===== src/rtl/brg_pkg.sv =====
package brg_pkg;

  localparam int BRG_BYTE_W = 8;
  localparam int BRG_PRE_W  = 6;   // wide enough for the x64 prescale
  localparam int BRG_MODE_LSB = 6; // clock-mode field position in transmit control

  localparam logic [1:0] SEL_TC_LO = 2'd0;
  localparam logic [1:0] SEL_TC_HI = 2'd1;
  localparam logic [1:0] SEL_TXCTL = 2'd2;
  localparam logic [1:0] SEL_RXCTL = 2'd3;

  typedef enum logic [1:0] {
    MODE_X1  = 2'd0,
    MODE_X16 = 2'd1,
    MODE_X32 = 2'd2,
    MODE_X64 = 2'd3
  } clkMode_e;

  typedef struct packed {
    logic wrLo;
    logic wrHi;
    logic wrMode;
    logic load;
  } brgStrb_t;

  // last prescale count before a tick, per clock mode
  function automatic logic [BRG_PRE_W-1:0] preLimit(clkMode_e m);
    case (m)
      MODE_X16: preLimit = BRG_PRE_W'(15);
      MODE_X32: preLimit = BRG_PRE_W'(31);
      MODE_X64: preLimit = BRG_PRE_W'(63);
      default:  preLimit = '0;
    endcase
  endfunction

endpackage


===== src/rtl/brg_ctrl.sv =====
module brg_ctrl
  import brg_pkg::*;
(
  input  logic     clk,
  input  logic     rstN,
  input  logic     brgEnable,
  input  logic     wrEn,
  input  logic [1:0] wrSel,
  output brgStrb_t strb
);

  logic pendQ;

  // any register write schedules a restart on the following edge
  always_ff @(posedge clk) begin
    if (!rstN) pendQ <= 1'b0;
    else       pendQ <= wrEn;
  end

  always_comb begin
    strb.wrLo   = wrEn && (wrSel == SEL_TC_LO);
    strb.wrHi   = wrEn && (wrSel == SEL_TC_HI);
    strb.wrMode = wrEn && (wrSel == SEL_TXCTL);
    strb.load   = pendQ || !brgEnable;
  end

endmodule


===== src/rtl/brg_datapath.sv =====
module brg_datapath
  import brg_pkg::*;
#(
  parameter int BYTE_W   = BRG_BYTE_W,
  parameter int PRE_W    = BRG_PRE_W,
  parameter int MODE_LSB = BRG_MODE_LSB
) (
  input  logic              clk,
  input  logic              rstN,
  input  brgStrb_t          strb,
  input  logic [BYTE_W-1:0] wrData,
  output logic              rateClk,
  output logic              tick
);

  localparam int TC_W  = 2 * BYTE_W;
  localparam int CNT_W = TC_W + 1;   // TC+1 must not wrap

  logic [BYTE_W-1:0] tcLo, tcHi;
  clkMode_e          modeQ;
  logic [CNT_W-1:0]  cnt;
  logic [CNT_W-1:0]  reloadVal;
  logic [PRE_W-1:0]  pre;
  logic              rateQ, tickQ;

  assign reloadVal = {1'b0, tcHi, tcLo} + CNT_W'(1);

  // configuration registers
  always_ff @(posedge clk) begin
    if (!rstN) begin
      tcLo  <= '0;
      tcHi  <= '0;
      modeQ <= MODE_X1;
    end else begin
      if (strb.wrLo)   tcLo  <= wrData;
      if (strb.wrHi)   tcHi  <= wrData;
      if (strb.wrMode) modeQ <= clkMode_e'(wrData[MODE_LSB +: 2]);
    end
  end

  // divide counter, rate toggle and prescale
  always_ff @(posedge clk) begin
    if (!rstN) begin
      cnt   <= CNT_W'(1);
      rateQ <= 1'b0;
      pre   <= '0;
      tickQ <= 1'b0;
    end else if (strb.load) begin
      cnt   <= reloadVal;
      rateQ <= 1'b0;
      pre   <= '0;
      tickQ <= 1'b0;
    end else if (cnt == '0) begin
      cnt   <= reloadVal;
      rateQ <= ~rateQ;
      tickQ <= 1'b0;
      if (!rateQ) begin
        if (pre == preLimit(modeQ)) begin
          pre   <= '0;
          tickQ <= 1'b1;
        end else begin
          pre <= pre + PRE_W'(1);
        end
      end
    end else begin
      cnt   <= cnt - CNT_W'(1);
      tickQ <= 1'b0;
    end
  end

  assign rateClk = rateQ;
  assign tick    = tickQ;

endmodule


===== src/rtl/baud_gen.sv =====
module baud_gen
  import brg_pkg::*;
#(
  parameter int BYTE_W   = BRG_BYTE_W,
  parameter int PRE_W    = BRG_PRE_W,
  parameter int MODE_LSB = BRG_MODE_LSB
) (
  input  logic              clk,
  input  logic              rstN,
  input  logic              brgEnable,
  input  logic              wrEn,
  input  logic [1:0]        wrSel,
  input  logic [BYTE_W-1:0] wrData,
  output logic              rateClk,
  output logic              tick
);

  brgStrb_t strb;

  brg_ctrl u_ctrl (
    .clk      (clk),
    .rstN     (rstN),
    .brgEnable(brgEnable),
    .wrEn     (wrEn),
    .wrSel    (wrSel),
    .strb     (strb)
  );

  brg_datapath #(
    .BYTE_W  (BYTE_W),
    .PRE_W   (PRE_W),
    .MODE_LSB(MODE_LSB)
  ) u_dp (
    .clk    (clk),
    .rstN   (rstN),
    .strb   (strb),
    .wrData (wrData),
    .rateClk(rateClk),
    .tick   (tick)
  );

endmodule


===== config.mk =====
export PLATFORM = sky130hd
export DESIGN_NAME = baud_gen
export DESIGN_NICKNAME = d
export VERILOG_FILES = /design/src/rtl/brg_pkg.sv /design/src/rtl/brg_ctrl.sv /design/src/rtl/brg_datapath.sv /design/src/rtl/baud_gen.sv
export SDC_FILE = /design/constraint.sdc
export NUM_CORES = 1
export LEC_CHECK = 0
export ABC_AREA = 1
export BUFFER_PORTS_ARGS = -buffer_cell sky130_fd_sc_hd__buf_2
export CORE_UTILIZATION = 40
export CTS_CLUSTER_SIZE = 40
export DETAILED_ROUTE_END_ITERATION = 8
export GPL_TIMING_DRIVEN = 0
export SLEW_MARGIN = 0
export SYNTH_ARGS = -nofsm -noshare
export SYNTH_HDL_FRONTEND = slang
export SYNTH_SLANG_ARGS = --single-unit

===== constraint.sdc =====
create_clock -name clk -period 1.55 [get_ports clk]
set_clock_uncertainty 0.15 [all_clocks]
set_input_delay 0.155 -clock clk [delete_from_list [all_inputs] [get_ports clk]]
set_output_delay 0.155 -clock clk [all_outputs]
set_load 0.1 [all_outputs]

==> results.py <==
metrics = {
    "outcome": {
        "status": "finished, violations left",
        "violations": "setup timing",
    },
    "yosys": {
        "synthSimpleGateAreaFrac": 0.345,
        "syn_inst": 383,
        "avgSynthCellArea_um2": 6.64,
        "async_flop_share": 0,
        "synth_area_um2": 2540,
        "synth_seq_cells": 44,
        "ys_types": 28,
        "synth-edff-count": 0,
        "synthMuxAreaShare": 0,
        "synth_compound_area_frac": 0.120,
        "synth-xor-area-share": 0.0689,
        "yosysWarnings": 0,
        "ys_seq_area_frac": 0.346,
        "synth_top_family_by_area": "simple AND/OR/NAND/NOR gates",
        "synthFlopType": "dfxtp_1",
        "synth_adder_area_share": 0.0197,
        "synth_nets": 401,
    },
    "sta": {
        "fin_crit_ns": 1.56,
        "finalMaxSlewViolations": 0,
        "relSlewSlack": 0.665,
        "period_share": 1.01,
        "worstMarginPinSlew_ns": 0.499,
        "setup_violations": 2,
        "fmax_mhz": 639,
        "grt_setup_unrepaired": "true",
        "finalHoldViolCount": 0,
        "worst_slack_ns": -0.0143,
        "final.setup.tns_ns": -0.0169,
    },
    "power": {
        "peakVddDrop_mv": 0.460,
        "totalPowerFinal_mw": 2.62,
        "power_density_nw_per_um2": 797,
        "p_leak_nw": 1.41,
    },
    "layout": {
        "layout.nets": 445,
        "area_delta_synth_final_pct": 29.2,
        "final_cell_mix": "nand2_1, nor2_1, inv_1",
        "final_util": 0.545,
        "layout_commonest_cell": "nand2_1",
        "final_layout_size_suffix_gt1_frac": 0.278,
        "stdcell_area_um2": 3290,
        "antennaDiodeCount": 0,
    },
    "global_route": {
        "grt_pass1_wl_um": 9830,
        "grt_use_total": 0.194,
        "first_global_vias": 2232,
        "grt_max_degree": 13,
        "grt.overflow.total": 0,
        "antenna_found_initial": 0,
    },
    "route": {
        "drc": 0,
        "first_pass_iters": 4,
        "drt_iter0_markers": 81,
        "vias": 2452,
        "vias_per_cell": 4.87,
        "ant_nets": 0,
        "avgRoutedWirePerCell_um": 12.4,
        "drt_wl_total_um": 6260,
    },
    "clocking": {
        "insertion_delay_ns": 0.29,
        "path_clk_slew_ns": 0.08,
        "cts_buffers": 5,
        "cts_tree": "done",
        "h-tree-depth": 2,
        "cts_max_path_buffers": 2,
        "clock_sinks": 44,
        "clockRootBuffer": "clkbuf_8",
    },
    "placement": {
        "place_area_um2": 2710,
        "port_buffers": 15,
        "gp_congestion": 0.882,
        "dp_hpwl_um": 4340,
    },
    "run": {
        "cap_violations": 0,
    },
    "worst_hold_path": {
        "hold_path_class": "input port to flip-flop",
    },
    "setup_path": {
        "path_max_fanout": 6,
        "crit_path_end_kind": "flip-flop",
        "critPathKind": "flip-flop to flip-flop",
        "arrival_ns": 1.60,
        "required_ns": 1.59,
        "cp-start-kind": "flip-flop",
    },
    "die": {
        "die-area_um2": 6680,
        "start_util": 0.422,
        "die_x_um": 81.7,
        "design.core.area_um2": 6030,
        "num_rows": 28,
        "ios": 16,
        "chipHeight_um": 81.7,
    },
}
-- power breakdown --
part / total (mW) / leakage (nW) / internal [mW] / switching [mW]
sequential: 1.26 / 0.365 / 1.19 / 0.0634
combinational: 0.625 / 1.00 / 0.273 / 0.352
clock: 0.738 / 0.0455 / 0.364 / 0.374
-- kinds of logic after synthesis --
logic type	count (synthesis)
and+or+nand+nor	197
AOI/OAI and AO/OA	59
buffers and inverters	59
DFF	44
xor gates and xnor gates	20
adders and majority gates	4
-- cell usage after synthesis, types with 2 or more instances --
cell type | instances | area (um2)
a21oi_1 | 27 | 135
a21oi_2 | 2 | 17.5
buf_2 | 2 | 10.0
buf_6 | 3 | 33.8
dfxtp_1 | 44 | 881
ha_1 | 4 | 50.1
inv_1 | 49 | 184
inv_2 | 2 | 7.51
nand2_1 | 76 | 285
nand2_2 | 4 | 25.0
nand3_1 | 31 | 155
nand4_1 | 6 | 37.5
nor2_1 | 63 | 236
nor2_2 | 9 | 56.3
nor3_1 | 3 | 15.0
o21ai_0 | 26 | 130
o21ai_1 | 3 | 15.0
xnor2_1 | 8 | 70.1
xor2_1 | 12 | 105
-- per-layer routing --
metal  vias to the layer above  share of wire  wire [um]  GRT usage
met5                         -              0          0          0
met4                         0          0.022        138     0.0614
met3                        13          0.018        115     0.0356
met2                        32           0.48       3010      0.334
met1                      1108           0.48       3000      0.243
li1                       1299              -          -          -
-- worst max-delay path, cell delays in order, from the launching register on --
cell and delay (ns):
dfxtp_2 0.34, inv_4 0.07, ha_4 0.14, nand2_2 0.07, nor2_4 0.13, nand3_4 0.11
nand2_8 0.12, buf_6 0.14, o21ai_2 0.05, nand2_1 0.08, nor2_1 0.05
-- worst paths after layout --
kind	startpoint	to	slack, ns	cells past startpoint
max	u_dp.cnt[0]	u_dp.cnt[6]	-0.01	10
min	wrData[4]	u_dp.tcHi[4]	0.03	3
max reg2reg	u_dp.cnt[0]	u_dp.cnt[6]	-0.01	10
min reg2reg	u_dp.tcHi[6]	u_dp.tcHi[6]	0.33	2
-- flip-flops by register name, indices dropped and copies added (netlist names) --
name and flops:
u_ctrl.pendQ 1, u_dp.cnt 17, u_dp.modeQ 2, u_dp.pre 6
u_dp.rateClk 1, u_dp.tcHi 8, u_dp.tcLo 8, u_dp.tick 1
-- cell type report --
type                       count  area [um2]
fill                         604        2740
clock buffer                   8        90.1
multi-input combinational    280        1630
tap                           75        93.8
buffer                         8        72.6
timing repair buffer          37         297
sequential                    44         900
inverter                      51         201
-- timing repair --
action                                  4_1_cts  5_1_grt
endpoints found under the hold margin        10        0
hold buffers                                  7        0
resized for setup                            24       61
endpoints found under the setup margin       24       23
pin swaps                                    11       22
setup buffers                                 6        6
cloned                                        1        2
-- per-stage QoR --
| stage | hold WS (ns) | setup slack [ns] | cells |
|---|---|---|---|
| global placement | 0.234 | -0.121 | 473 |
| global route | 0.0256 | -0.0807 | 503 |
| floorplan | 0.103 | 0.0634 | 383 |
| finish | 0.0300 | -0.0143 | 503 |
| detailed placement | 0.252 | -0.137 | 473 |
| CTS | 0.0142 | 0.000614 | 495 |
No activity file was read; power rests on OpenSTA's default activity.
